===== config.mk =====
export PLATFORM = sky130hd
export DESIGN_NAME = timing_err_cell
export DESIGN_NICKNAME = d
export VERILOG_FILES = /design/src/rtl/timing_err_pkg.sv /design/src/rtl/tec_path.sv /design/src/rtl/tec_launch.sv /design/src/rtl/tec_sample.sv /design/src/rtl/tec_err_cnt.sv /design/src/rtl/timing_err_cell.sv
export SDC_FILE = /design/constraint.sdc
export NUM_CORES = 1
export LEC_CHECK = 0
export CORE_AREA = 2 2 39 41
export CTS_CLUSTER_DIAMETER = 60
export CTS_CLUSTER_SIZE = 40
export DETAILED_ROUTE_END_ITERATION = 8
export DIE_AREA = 0 0 41 43
export GPL_TIMING_DRIVEN = 0
export PLACE_DENSITY_LB_ADDON = 0.08
export SYNTH_ARGS = -nofsm -noshare
export SYNTH_HDL_FRONTEND = slang
export SYNTH_SLANG_ARGS = --single-unit

===== constraint.sdc =====
create_clock -name clk_i -period 2.8 [get_ports clk_i]
set_clock_uncertainty 0.15 [all_clocks]
set_input_delay 0.42 -clock clk_i [delete_from_list [all_inputs] [get_ports clk_i]]
set_output_delay 0.42 -clock clk_i [all_outputs]
set_load 0.005 [all_outputs]

===== src/rtl/timing_err_pkg.sv =====
package timing_err_pkg;
  function automatic int unsigned cnt_w(input int unsigned bits);
    return (bits > 0) ? bits : 1;
  endfunction
endpackage


===== src/rtl/tec_path.sv =====
module tec_path #(
  parameter int unsigned STAGES = 4
) (
  input  logic a_i,
  output logic y_o
);
  logic [STAGES:0] node;
  assign node[0] = a_i;
  for (genvar g = 0; g < STAGES; g++) begin : g_inv
    assign node[g+1] = ~node[g];
  end
  assign y_o = node[STAGES];
endmodule


===== src/rtl/tec_launch.sv =====
module tec_launch
  import timing_err_pkg::*;
#(
  parameter int unsigned BURST_LOG2 = 4,
  parameter bit          INJECT_EN  = 1'b1
) (
  input  logic clk_i,
  input  logic rst_ni,
  input  logic clr_i,
  input  logic en_i,
  input  logic inj_i,
  output logic launch_o,
  output logic live_o,
  output logic inj_o,
  output logic done_o
);
  localparam int unsigned PW = cnt_w(BURST_LOG2);
  localparam logic [PW-1:0] LAST = PW'((1 << BURST_LOG2) - 1);

  logic [PW-1:0] pulse_q;
  logic launch_q, live_q, inj_q, done_q, run, inj_eff;

  if (INJECT_EN) begin : g_inj
    assign inj_eff = inj_i;
  end else begin : g_no_inj
    assign inj_eff = 1'b0;
  end

  assign run = en_i & ~done_q;

  always_ff @(posedge clk_i or negedge rst_ni) begin
    if (!rst_ni) begin
      launch_q <= 1'b0;
      live_q   <= 1'b0;
      inj_q    <= 1'b0;
      done_q   <= 1'b0;
      pulse_q  <= '0;
    end else if (clr_i) begin
      launch_q <= 1'b0;
      live_q   <= 1'b0;
      inj_q    <= 1'b0;
      done_q   <= 1'b0;
      pulse_q  <= '0;
    end else begin
      live_q <= run;
      inj_q  <= run & inj_eff;
      if (run) begin
        launch_q <= ~launch_q;
        pulse_q  <= pulse_q + 1'b1;
        if (pulse_q == LAST) done_q <= 1'b1;
      end
    end
  end

  assign launch_o = launch_q;
  assign live_o   = live_q;
  assign inj_o    = inj_q;
  assign done_o   = done_q;

  // finished burst holds the launch register and stays done
  p_done_hold_r5: assert property (@(posedge clk_i) disable iff (!rst_ni)
    done_q && !clr_i |=> done_q && $stable(launch_q));
  // idle edge launches nothing
  p_idle_no_launch_r6: assert property (@(posedge clk_i) disable iff (!rst_ni)
    !en_i && !clr_i |=> $stable(launch_q) && !live_q);
endmodule


===== src/rtl/tec_sample.sv =====
module tec_sample #(
  parameter int unsigned STAGES = 4
) (
  input  logic clk_i,
  input  logic rst_ni,
  input  logic clr_i,
  input  logic live_i,
  input  logic inj_i,
  input  logic launch_i,
  input  logic path_i,
  output logic flag_o
);
  localparam logic INV_ODD = logic'(STAGES % 2);

  logic sample_q, capture_q, expected;

  // falling-edge sample: budget is the high phase
  always_ff @(negedge clk_i or negedge rst_ni) begin
    if (!rst_ni) sample_q <= 1'b0;
    else         sample_q <= live_i ? (path_i ^ inj_i) : 1'b0;
  end

  assign expected = launch_i ^ INV_ODD;

  always_ff @(posedge clk_i or negedge rst_ni) begin
    if (!rst_ni)     capture_q <= 1'b0;
    else if (clr_i)  capture_q <= 1'b0;
    else             capture_q <= live_i & (sample_q ^ expected);
  end

  assign flag_o = capture_q;

  // a flag only follows a launched pulse
  p_flag_needs_pulse_r3: assert property (@(posedge clk_i) disable iff (!rst_ni)
    capture_q |-> $past(live_i));
  // a pulse without injection never flags
  p_clean_pulse_r2: assert property (@(posedge clk_i) disable iff (!rst_ni)
    live_i && !inj_i && !clr_i |=> !capture_q);
endmodule


===== src/rtl/tec_err_cnt.sv =====
module tec_err_cnt #(
  parameter int unsigned W = 4
) (
  input  logic         clk_i,
  input  logic         rst_ni,
  input  logic         clr_i,
  input  logic         inc_i,
  output logic [W-1:0] cnt_o
);
  localparam logic [W-1:0] MAX = '1;
  logic [W-1:0] cnt_q;

  always_ff @(posedge clk_i or negedge rst_ni) begin
    if (!rst_ni)                    cnt_q <= '0;
    else if (clr_i)                 cnt_q <= '0;
    else if (inc_i && cnt_q != MAX) cnt_q <= cnt_q + 1'b1;
  end

  assign cnt_o = cnt_q;

  p_no_overflow_r4: assert property (@(posedge clk_i) disable iff (!rst_ni)
    cnt_q == MAX && !clr_i |=> cnt_q == MAX);
endmodule


===== src/rtl/timing_err_cell.sv =====
module timing_err_cell #(
  parameter int unsigned ERR_W      = 4,
  parameter int unsigned BURST_LOG2 = 4,
  parameter int unsigned CHAIN_LEN  = 4,
  parameter bit          INJECT_EN  = 1'b1
) (
  input  logic             clk_i,
  input  logic             rst_ni,
  input  logic             en_i,
  input  logic             clr_i,
  input  logic             inj_i,
  output logic [ERR_W-1:0] err_cnt_o,
  output logic             err_flag_o,
  output logic             done_o
);
  localparam logic [ERR_W-1:0] CNT_MAX = '1;

  logic launch, live, inj, path_y, flag;

  tec_launch #(.BURST_LOG2(BURST_LOG2), .INJECT_EN(INJECT_EN)) u_launch (
    .clk_i, .rst_ni, .clr_i, .en_i, .inj_i,
    .launch_o(launch), .live_o(live), .inj_o(inj), .done_o
  );

  tec_path #(.STAGES(CHAIN_LEN)) u_path (.a_i(launch), .y_o(path_y));

  tec_sample #(.STAGES(CHAIN_LEN)) u_sample (
    .clk_i, .rst_ni, .clr_i, .live_i(live), .inj_i(inj),
    .launch_i(launch), .path_i(path_y), .flag_o(flag)
  );

  tec_err_cnt #(.W(ERR_W)) u_cnt (
    .clk_i, .rst_ni, .clr_i, .inc_i(flag), .cnt_o(err_cnt_o)
  );

  assign err_flag_o = flag;

  // each captured error adds exactly one below saturation
  p_count_step_r3: assert property (@(posedge clk_i) disable iff (!rst_ni)
    flag && !clr_i && err_cnt_o != CNT_MAX |=> err_cnt_o == $past(err_cnt_o) + 1'b1);
  p_count_hold_r3: assert property (@(posedge clk_i) disable iff (!rst_ni)
    !flag && !clr_i |=> $stable(err_cnt_o));
  // clear empties the cell
  p_clear_r7: assert property (@(posedge clk_i) disable iff (!rst_ni)
    clr_i |=> err_cnt_o == '0 && !done_o && !err_flag_o);
endmodule


# [Yosys cells after proc, flatten, opt, wreduce, memory -nomap -nowiden]
# Index checks and enable logic that the tools add are counted.
[op_classes] add_sub_neg=2 eq_ne=2 n_mux=13 bitwise_logic=7 n_reduce_logical=5
[op_table] op="$mux 4" count=4
[op_table] op="$mux 1" count=9
[op_table] op="$add 4x1->4 const B" count=2
[op_table] op="$reduce_bool 2->1" count=3
[op_table] op="$eq 4x4->1 const B" count=1
[op_table] op="$ne 4x4->1 const B" count=1
[op_table] op="$and 1x1->1" count=3
[op_table] op="$not 1->1" count=2
[op_table] op="$reduce_and 2->1" count=1
[op_table] op="$xor 1x1->1" count=2
[op_table] op="$logic_and 1x1->1" count=1
[totals] reg_bits=14 out_inout_bits=6 wordCells=37

# [Logic depth before layout (Yosys ltp)]
[logic_depth] ltp_word=4 depth_mapped=4 depth_no_buf=4

# [Cells and area by module]
# From an unflattened synthesis, not the netlist that was laid out.
[unflattened] cells_unflattened=55 area_unflattened_um2=655.6
[by_module_without_submodules] mod="tec_launch" n_inst=1 cells_per_inst=28 area_each_um2=332.8 seq_area_each_um2=200.2
[by_module_without_submodules] mod="tec_err_cnt" n_inst=1 cells_per_inst=20 area_each_um2=229.0 seq_area_each_um2=100.1
[by_module_without_submodules] mod="tec_sample" n_inst=1 cells_per_inst=6 area_each_um2=86.3 seq_area_each_um2=50.0
[by_module_without_submodules] mod="tec_path" n_inst=1 cells_per_inst=1 area_each_um2=7.5 seq_area_each_um2=0.0

==> flow_metrics.tcl <==
set metrics [dict create \
    cts_resized 0 \
    die_x_um 41 \
    numClockSinks 14 \
    post_drt_wl_per_cell_um 11.6 \
    crit_arrival_ns 1.02 \
    p_leak_nw 0.368 \
    required_ns 1.39 \
    vias 413 \
    post-route-util_pct 56.9 \
    grt_pass1_vias 417 \
    n_antenna_cell 0 \
    drtAntennaViolNets 0 \
    die_h_um 43 \
    worstSetupPathType "reg -> reg" \
    tightest_slew_ns 0.614 \
    synth-edff-count 0 \
    ys.warnings.count 0 \
    cp_max_fo 3 \
    cp-startpoint "u_launch.launch_o" \
    numPortBuffers 10 \
    outcome "complete, no violations" \
    fin_tns_setup_ns 0 \
    grt.total_usage_pct 14.9 \
    synthAdderAreaFrac_pct 3.97 \
    clk_pin_slew_worst_paths_ns 0.09 \
    drt-total-wl_um 982 \
    antenna_found_initial 0 \
    drtIter0Drc 6 \
    final_net_count 77 \
    synth_xor_area_share_pct 6.94 \
    drt-pass1-iter-count 4 \
    ios 11 \
    r2r_start "u_launch.launch_o" \
    synth_top_area_share_pct 51.6 \
    synth_top_family_by_area "simple AND/OR/NAND/NOR gates" \
    syn_to_final_growth_pct 24.8 \
    synth_ff_type "dfrtp_1" \
    ir_drop_v 0.000369 \
    cts_hold_buf 0 \
    yosysSeqAreaShare_pct 55.6 \
    cts_made_buffers 3 \
    startpoint_type "flop" \
    htree_levels 1 \
    slew_viol_final 0 \
    drt-vias-per-instance 4.86 \
    start_util_pct 45.6 \
    synth_area_per_cell_um2 11.5 \
    overflow 0 \
    setup_viol 0 \
    drcViolationCount 0 \
    synth_area_leader_cell "dfrtp_1" \
    synth_compound_area_share_pct 5.36 \
    grt_max_degree 15 \
    clk_latency_ns 0.28 \
    cts_tree "yes" \
    drive_gt1_share_pct 11.6 \
    die-area_mm2 0.00176 \
    powerDensity_mw_per_mm2 503 \
    postCtsSetupRepairBufs 0 \
    synth_cells 55 \
    rows 14 \
    synthSimpleGateAreaFrac_pct 20.6 \
    relSlewSlack_pct 58.9 \
    synthArstFlopShare_pct 100 \
    dp.final_hpwl_um 693 \
    cts-root-buf "clkbuf_4" \
    syn_nets 62 \
    rsz0062_at_grt "false" \
    synth_mux_area_share_pct 4.96 \
    yosysUniqueCellTypes 25 \
    cts_buffer_depth 2 \
    hold_viol_final 0 \
    synthTopCellsByArea "dfrtp_1 (52%), xor2_1 (5.6%), nor2_1 (4.2%)" \
    drv_cap 0 \
    ys_ff_latch 14 \
    core-area_mm2 0.00138 \
    hp-class "in -> async" \
    netlist_area_um2 631 \
    gp_congestion 0.631 \
    end_kind "flop" \
    grt_pass1_wl_um 1730 \
]
==> cells in the mapped netlist (2+ instances only) <==
cell type  count
nand2b_1       3
dfrtp_1       13
ha_1           2
o21ai_0        2
and2_1         2
xor2_1         4
nor2b_1        2
nor2_1         7
a21oi_1        3
mux2i_1        2
==> cell type report <==
class / instances / area [um^2]
plain buffers: 2 / 16.3
clock buffers: 4 / 36.3
well taps: 16 / 20.0
flip-flops and latches: 14 / 350
repair buffers: 10 / 100
multi-input cells: 39 / 264
fillers: 126 / 597
==> where the power goes <==
group	leakage [nW]	internal (W)	switching, W
clock	0.0210	0.0000791	0.0000673
sequential	0.191	0.000210	0.00000653
combinational	0.156	0.0000184	0.0000153
total	0.368	0.000307	0.0000891
==> state kept, by name, indices dropped and copies added, names as in the netlist <==
signal             cells
u_launch.pulse_q       4
u_sample.flag_o        1
u_cnt.cnt_o            4
u_launch.launch_o      1
u_sample.sample_q      1
u_launch.inj_o         1
u_launch.live_o        1
u_launch.done_o        1
==> final timing paths <==
check | end | slack [ns] | cells after the start
setup / recovery | u_sample.sample_q | 0.37 | 2
hold / removal | u_cnt.cnt_o[2] | 0.37 | 1
setup reg to reg | u_sample.sample_q | 0.37 | 2
hold reg to reg | u_sample.flag_o | 0.39 | 1
max in group asynchronous | u_sample.sample_q | 0.42 | 1
min in group clk_i | u_sample.flag_o | 0.39 | 1
==> critical path: stages (launching register included) <==
cell,delay (ns)
dfrtp_1,0.43
xor2_1,0.17
and2_1,0.15
==> cells by family after synthesis <==
logic type	count (synthesis)
xor gates and xnor gates	5
muxes	3
AOI/OAI and AO/OA	6
adders and majority gates	2
DFF	14
and+or+nand+nor	23
buffers and inverters	2
==> routing by layer <==
layer / vias up / global-route usage, % / part of all wire (%)
met4: 0 / 8.00 / 0
met1: 191 / 19.7 / 49
li1: 214 / - / -
met3: 0 / 3.14 / 4.2
met2: 8 / 21.9 / 46
met5: - / 0 / 0
==> stage by stage <==
stage	hold WS (ns)	worst slack, ns	power (W)	area, um^2	cells
after floorplan	-0.0256	0.400	0.000239	631	55
after global placement	0.375	0.0332	0.000254	751	81
after detailed placement	0.374	0.0499	0.000255	751	81
after CTS	0.379	0.362	0.000404	787	85
after global routing	0.425	0.240	0.000417	787	85
final	0.369	0.366	0.000396	787	85
==> cell usage in the layout (no fill, tap or decap), drive strengths merged <==
cell type	n
dfrtn	1
nand3b	1
or2	1
xor2	4
and4b	1
nand2b	3
mux2i	2
nor3b	1
clkdlybuf4s50	10
o21ai	2
nor2b	2
a21oi	3
nor2	7
and3	1
nand4	1
buf	2
ha	2
xnor2	1
dfrtp	13
clkbuf	4
and2	2
mux2	1
a41oi	1
or3	1
nor3	1
nand3	1
Note: power is estimated with default switching activity, not from simulation.
